==> src/rtl/dcd_pkg.sv <==
package dcd_pkg;

  // channel indices inside the ratio register
  typedef enum int unsigned {
    CH_REF = 0,
    CH_SHF = 1,
    CH_VID = 2
  } dcd_ch_e;

  localparam int unsigned NUM_CH = 3;

  // saturate a log2 ratio code at the largest supported exponent
  function automatic logic [2:0] dcd_clamp(input logic [2:0] code,
                                           input int unsigned max_log2);
    logic [2:0] lim;
    lim = 3'(max_log2);
    return (code > lim) ? lim : code;
  endfunction

endpackage

==> src/rtl/dcd_cfg_regs.sv <==
module dcd_cfg_regs #(
  parameter int unsigned SRC_W    = 3,
  parameter int unsigned CODE_W   = 3,
  parameter int unsigned NUM_CH   = 3,
  parameter int unsigned LOG2_MAX = 6,
  localparam int unsigned SEL_W   = NUM_CH * CODE_W
) (
  input  logic                             clk_i,
  input  logic                             rst_ni,
  input  logic                             src_we_i,
  input  logic [SRC_W-1:0]                 src_i,
  input  logic                             div_we_i,
  input  logic [SEL_W-1:0]                 div_i,
  output logic [SRC_W-1:0]                 src_q_o,
  output logic [NUM_CH-1:0][CODE_W-1:0]    code_o
);
  import dcd_pkg::*;

  logic [SRC_W-1:0] src_q, src_d;
  logic [SEL_W-1:0] div_q, div_d;

  // next state with explicit write enables
  always_comb begin
    src_d = src_q;
    div_d = div_q;
    if (src_we_i) src_d = src_i;
    if (div_we_i) div_d = div_i;
  end

  always_ff @(posedge clk_i or negedge rst_ni) begin
    if (!rst_ni) begin
      src_q <= '0;
      div_q <= '0;
    end else begin
      src_q <= src_d;
      div_q <= div_d;
    end
  end

  assign src_q_o = src_q;

  // per-channel decode with saturation of out-of-range codes
  for (genvar c = 0; c < NUM_CH; c++) begin : g_code
    assign code_o[c] = CODE_W'(dcd_clamp(3'(div_q[c*CODE_W +: CODE_W]), LOG2_MAX));
  end

endmodule

==> src/rtl/dcd_div_chan.sv <==
module dcd_div_chan #(
  parameter int unsigned CODE_W   = 3,
  parameter int unsigned LOG2_MAX = 6,
  parameter bit          GATED    = 1'b1,
  localparam int unsigned CNT_W   = (LOG2_MAX > 0) ? LOG2_MAX : 1
) (
  input  logic              clk_i,
  input  logic              rst_ni,
  input  logic              blank_i,
  input  logic [CODE_W-1:0] code_i,
  output logic              en_o,
  output logic              tick_clk_o
);

  localparam logic GATE_BIT = GATED;

  logic [CNT_W-1:0]  cnt_q, cnt_d;
  logic [CODE_W-1:0] k_q, k_d;
  logic [CNT_W-1:0]  mask;
  logic [CNT_W-1:0]  top_bit;
  logic              term;
  logic              hold;
  logic              upper;

  // blank only reaches gated channels
  assign hold = blank_i & GATE_BIT;

  // period mask, terminal detect and upper-half detect
  always_comb begin
    mask    = CNT_W'((32'd1 << k_q) - 32'd1);
    top_bit = mask & ~(mask >> 1);
    term    = (cnt_q == mask);
    upper   = (k_q == '0) | (|(cnt_q & top_bit));
  end

  // next state: ratio is loaded only at a period boundary or while held
  always_comb begin
    cnt_d = cnt_q + 1'b1;
    k_d   = k_q;
    if (hold || term) begin
      cnt_d = '0;
      k_d   = code_i;
    end
  end

  always_ff @(posedge clk_i or negedge rst_ni) begin
    if (!rst_ni) begin
      cnt_q <= '0;
      k_q   <= '0;
    end else begin
      cnt_q <= cnt_d;
      k_q   <= k_d;
    end
  end

  assign en_o       = term  & ~hold;
  assign tick_clk_o = upper & ~hold;

endmodule

==> src/rtl/dotclk_divgen.sv <==
module dotclk_divgen #(
  parameter int unsigned SRC_W    = 3,
  parameter int unsigned CODE_W   = 3,
  parameter int unsigned LOG2_MAX = 6,
  localparam int unsigned NCH     = 3,
  localparam int unsigned SEL_W   = NCH * CODE_W
) (
  input  logic             clk_i,
  input  logic             rst_ni,
  input  logic             blank_i,
  input  logic             src_we_i,
  input  logic [SRC_W-1:0] src_i,
  input  logic             div_we_i,
  input  logic [SEL_W-1:0] div_i,
  output logic [SRC_W-1:0] src_sel_o,
  output logic             ref_en_o,
  output logic             ref_clk_o,
  output logic             shf_en_o,
  output logic             shf_clk_o,
  output logic             vid_en_o,
  output logic             vid_clk_o
);
  import dcd_pkg::*;

  logic [NCH-1:0][CODE_W-1:0] code_w;
  logic [NCH-1:0]             en_w;
  logic [NCH-1:0]             clk_w;

  dcd_cfg_regs #(
    .SRC_W   (SRC_W),
    .CODE_W  (CODE_W),
    .NUM_CH  (NCH),
    .LOG2_MAX(LOG2_MAX)
  ) u_cfg (
    .clk_i   (clk_i),
    .rst_ni  (rst_ni),
    .src_we_i(src_we_i),
    .src_i   (src_i),
    .div_we_i(div_we_i),
    .div_i   (div_i),
    .src_q_o (src_sel_o),
    .code_o  (code_w)
  );

  // channel 0 is free running, the others obey blank
  for (genvar c = 0; c < NCH; c++) begin : g_chan
    dcd_div_chan #(
      .CODE_W  (CODE_W),
      .LOG2_MAX(LOG2_MAX),
      .GATED   (c != int'(CH_REF))
    ) u_chan (
      .clk_i     (clk_i),
      .rst_ni    (rst_ni),
      .blank_i   (blank_i),
      .code_i    (code_w[c]),
      .en_o      (en_w[c]),
      .tick_clk_o(clk_w[c])
    );
  end

  assign ref_en_o  = en_w[CH_REF];
  assign ref_clk_o = clk_w[CH_REF];
  assign shf_en_o  = en_w[CH_SHF];
  assign shf_clk_o = clk_w[CH_SHF];
  assign vid_en_o  = en_w[CH_VID];
  assign vid_clk_o = clk_w[CH_VID];

endmodule

==> config.mk <==
export PLATFORM = sky130hd
export DESIGN_NAME = dotclk_divgen
export DESIGN_NICKNAME = d
export VERILOG_FILES = /design/src/rtl/dcd_pkg.sv /design/src/rtl/dcd_cfg_regs.sv /design/src/rtl/dcd_div_chan.sv /design/src/rtl/dotclk_divgen.sv
export SDC_FILE = /design/constraint.sdc
export NUM_CORES = 1
export LEC_CHECK = 0
export BUFFER_PORTS_ARGS = -buffer_cell sky130_fd_sc_hd__buf_2
export CORE_ASPECT_RATIO = 0.7
export CORE_MARGIN = 2
export CORE_UTILIZATION = 25
export CTS_CLUSTER_DIAMETER = 200
export DETAILED_ROUTE_END_ITERATION = 16
export GPL_TIMING_DRIVEN = 0
export PLACE_DENSITY = 0.47
export SLEW_MARGIN = 20
export SYNTH_ARGS = -nofsm -noshare
export SYNTH_HDL_FRONTEND = slang
export SYNTH_SLANG_ARGS = --single-unit
==> constraint.sdc <==
create_clock -name clk_i -period 5.18 [get_ports clk_i]
set_input_delay 0.259 -clock clk_i [delete_from_list [all_inputs] [get_ports clk_i]]
set_output_delay 0.259 -clock clk_i [all_outputs]
set_load 0.02 [all_outputs]
==> metrics.md <==
| Metric | Value |
|---|---|
| Reg2reg start | g_chan[0].u_chan.k_q[2] |
| Routed WL per cell | 12.9 um |
| Initial antenna violation count | 0 |
| Root Buffer Master | clkbuf_16 |
| Status | finished, final reports clean |
| Synthesized flop and latch total | 39 |
| Critical path launch point type | register |
| CTS tree | done |
| Number of nets in the layout | 314 |
| Unrepaired setup endpoints after global routing | no |
| Reg clk slew, reported paths | 0.06 ns |
| Crit path max-delay family | simple AND/OR/NAND/NOR gates |
| Area contributors post-synth | dfrtp_1, mux2_2, ha_1, xnor2_1, xor2_1 |
| Clock Latency Late Sink | 0.28 ns |
| Remaining Overflow, GRT | 0 |
| Max-cap violations | 0 |
| Post-synth EDFFs | 0 |
| Relative slew slack | 39.9% |
| Num rows | 30 |
| Setup total negative slack | 0 ns |
| CP most frequent cell | buf_2 |
| Hold Crit Class | in2async |
| H-tree Lvls | 2 |
| Placed cell area | 2790 sq um |
| Post-route clock skew | 0.00597 ns |
| Global-route wire length before repair | 9240 um |
| Antenna Nets Post-Route | 0 |
| Initial DRC count | 70 |
| Fmax | 291 MHz |
| Sequential fraction of the synthesis area | 38.8% |
| Pwr Density | 555 nW/um^2 |
| Top cell type's share of synthesized area | 38.8% |
| Final GP Congestion | 0.778 |
| Worst Reg2Reg Path Length in Cells | 10 |
| CTS Buf Count | 5 |
| Worst-case clock buffer depth | 2 |
| Placeable Area | 9760 sq um |
| Synth warn | 0 |
| # diodes | 0 |
| Final Hold Viols | 0 |
| Die H | 87.9 um |
| GRT Resource Usage Total | 10.7% |
| DR DRC count | 0 |
| Die area | 10,900 sq um |
| Yosys cell types | 51 |
| Final HPWL DP | 3810 um |
| Min Tclk post-route | 3.44 ns |
| Yosys top cell by area | dfrtp_1 |
| Worst path bufs/invs | 3 |
| Largest net degree at the start of global routing | 40 |
| Number of I/O port buffers | 23 |
| Post-synthesis async set-or-reset flop share | 100% |
| Synthesized cell area | 2520 sq um |
| CP Launch Point | g_chan[2].u_chan.k_q[2] |
| Post-CTS Setup Bufs | 0 |
| 1st-pass router iterations | 4 |
| Slew @ Worst Pin | 0.902 ns |
| Routed vias | 1,916 |
| Crit path arrival time | 3.18 ns |
| P_leak | 0.00127 uW |
| Vias in the first global route | 1,918 |
| Worst setup path end | vid_en_o |
| Post-CTS Resized | 0 |
| Layout cell share with drive strength beyond 1 | 24.1% |
| Most frequent cells in the layout | dfrtp_1, buf_2, nor2_1 |
| Area grow syn2layout | 18.4% |
| Syn nets | 284 |
| Worst R2R End | g_chan[0].u_chan.k_q[2] |
| Crit. End Element | output pin |
| CTS Sinks | 39 |
| Final Routed Wirelength | 5320 um |
| Worst R2R Setup Slack | 2.07 ns |
| Critical Path, Cell by Cell | clkbuf_1, or3_1, ha_1, buf_2, nor2b_1, a22oi_1, nand2_1, xor2_1, a2111oi_0, buf_2 |
| Vias/cell | 4.63 |
| Avg Inst Size Synth | 9.87 sq um |
| Critical-path top delay cell | a2111oi_0 |
| Fin crit share | 66.4% |
| Top_reg_cell synth | dfrtp_1 |
| Cts hold-fix bufs | 0 |
| Fin. max-slew vios | 0 |
| Max FO, Critical Path | 10 |
| Crit path kind | reg2out |
| Commonest non-fill, non-tap cell in the layout | dfrtp_1 |
| Boundary Pins | 26 |
| Critical Path Max Stage Delay | 0.47 ns |
| # setup viols final | 0 |
| Finished Cell Area | 2980 sq um |
| Gate count of the mapped netlist | 255 |
| Starting Density | 25.8% |
| Die W | 124 um |
| Worst vdd ir | 0.236 mV |
| WP depth | 10 |
| Critical path data required time | 4.92 ns |
| Hold WS | 0.100 ns |
registers in the layout, summed over array words and instances, names as in the netlist:
| signal | flops |
|---|---|
| g_chan.u_chan.cnt_q | 18 |
| g_chan.u_chan.k_q | 9 |
| u_cfg.div_q | 9 |
| u_cfg.src_q_o | 3 |
worst min-delay path by stage:
stage / start / end / slack [ns]
global route: rst_ni / g_chan[1].u_chan.cnt_q[1] / 0.18
global placement: rst_ni / g_chan[1].u_chan.cnt_q[0] / 0.45
floorplan: rst_ni / g_chan[0].u_chan.cnt_q[0] / -0.04
CTS: rst_ni / g_chan[1].u_chan.cnt_q[1] / 0.14
finish: rst_ni / g_chan[1].u_chan.cnt_q[1] / 0.10
detailed placement: rst_ni / g_chan[1].u_chan.cnt_q[1] / 0.45
synth_stat cells (6+ instances only):
| library cell | count |
|---|---|
| dfrtp_1 | 39 |
| clkbuf_1 | 9 |
| nand3_1 | 6 |
| xnor2_1 | 13 |
| ha_1 | 12 |
| nor2_1 | 27 |
| nand2_1 | 11 |
| mux2_2 | 23 |
| inv_1 | 10 |
| a21oi_1 | 9 |
| nand2b_1 | 8 |
| xor2_1 | 12 |
| o21ai_0 | 11 |
kinds of logic (layout without fill, tap and decap cells):
| family | Yosys count | in the layout | share of synthesized area [%] |
|---|---|---|---|
| simple gates | 80 | 80 | 17.3 |
| compound gates | 45 | 45 | 12.6 |
| flops | 39 | 39 | 38.8 |
| buf+inv | 28 | 59 | 5.17 |
| mux | 26 | 26 | 11.5 |
| xor+xnor | 25 | 25 | 8.70 |
| fa+ha+maj | 12 | 12 | 5.97 |
through the flow:
step / util (%) / power [uW] / instances / worst slack, ns
after detailed placement: 28.6 / 1260 / 406 / 1.95
after global placement: 28.6 / 1250 / 406 / 1.98
after global routing: 30.5 / 1780 / 414 / 1.53
final: 30.5 / 1650 / 414 / 1.74
after CTS: 30.5 / 1670 / 414 / 1.63
after floorplan: - / 1090 / 255 / 1.89
power by group:
part | internal [uW] | leakage [uW] | switching (uW) | total, uW
logic | 354 | 0.000697 | 426 | 781
registers | 383 | 0.000483 | 89.7 | 472
clock network | 276 | 0.0000911 | 124 | 400
total | 1010 | 0.00127 | 640 | 1650
metal layers:
metal | GRT usage, % | vias to the layer above | share of wire [%]
li1 | - | 951 | -
met1 | 14.4 | 942 | 51
met2 | 17.1 | 21 | 45
met3 | 3.13 | 2 | 3.8
met4 | 2.55 | 0 | 0.43
met5 | 0 | - | 0
cell type report:
cell class / instances / area (sq um)
clock inverter: 2 / 60.1
fill: 1017 / 6780
clock buffer: 6 / 129
tap: 128 / 160
timing repair buffer: 23 / 115
inverter: 10 / 37.5
buffer: 18 / 92.6
sequential: 39 / 976
multi-input combinational: 188 / 1410
(Power assumes the default switching activity.)
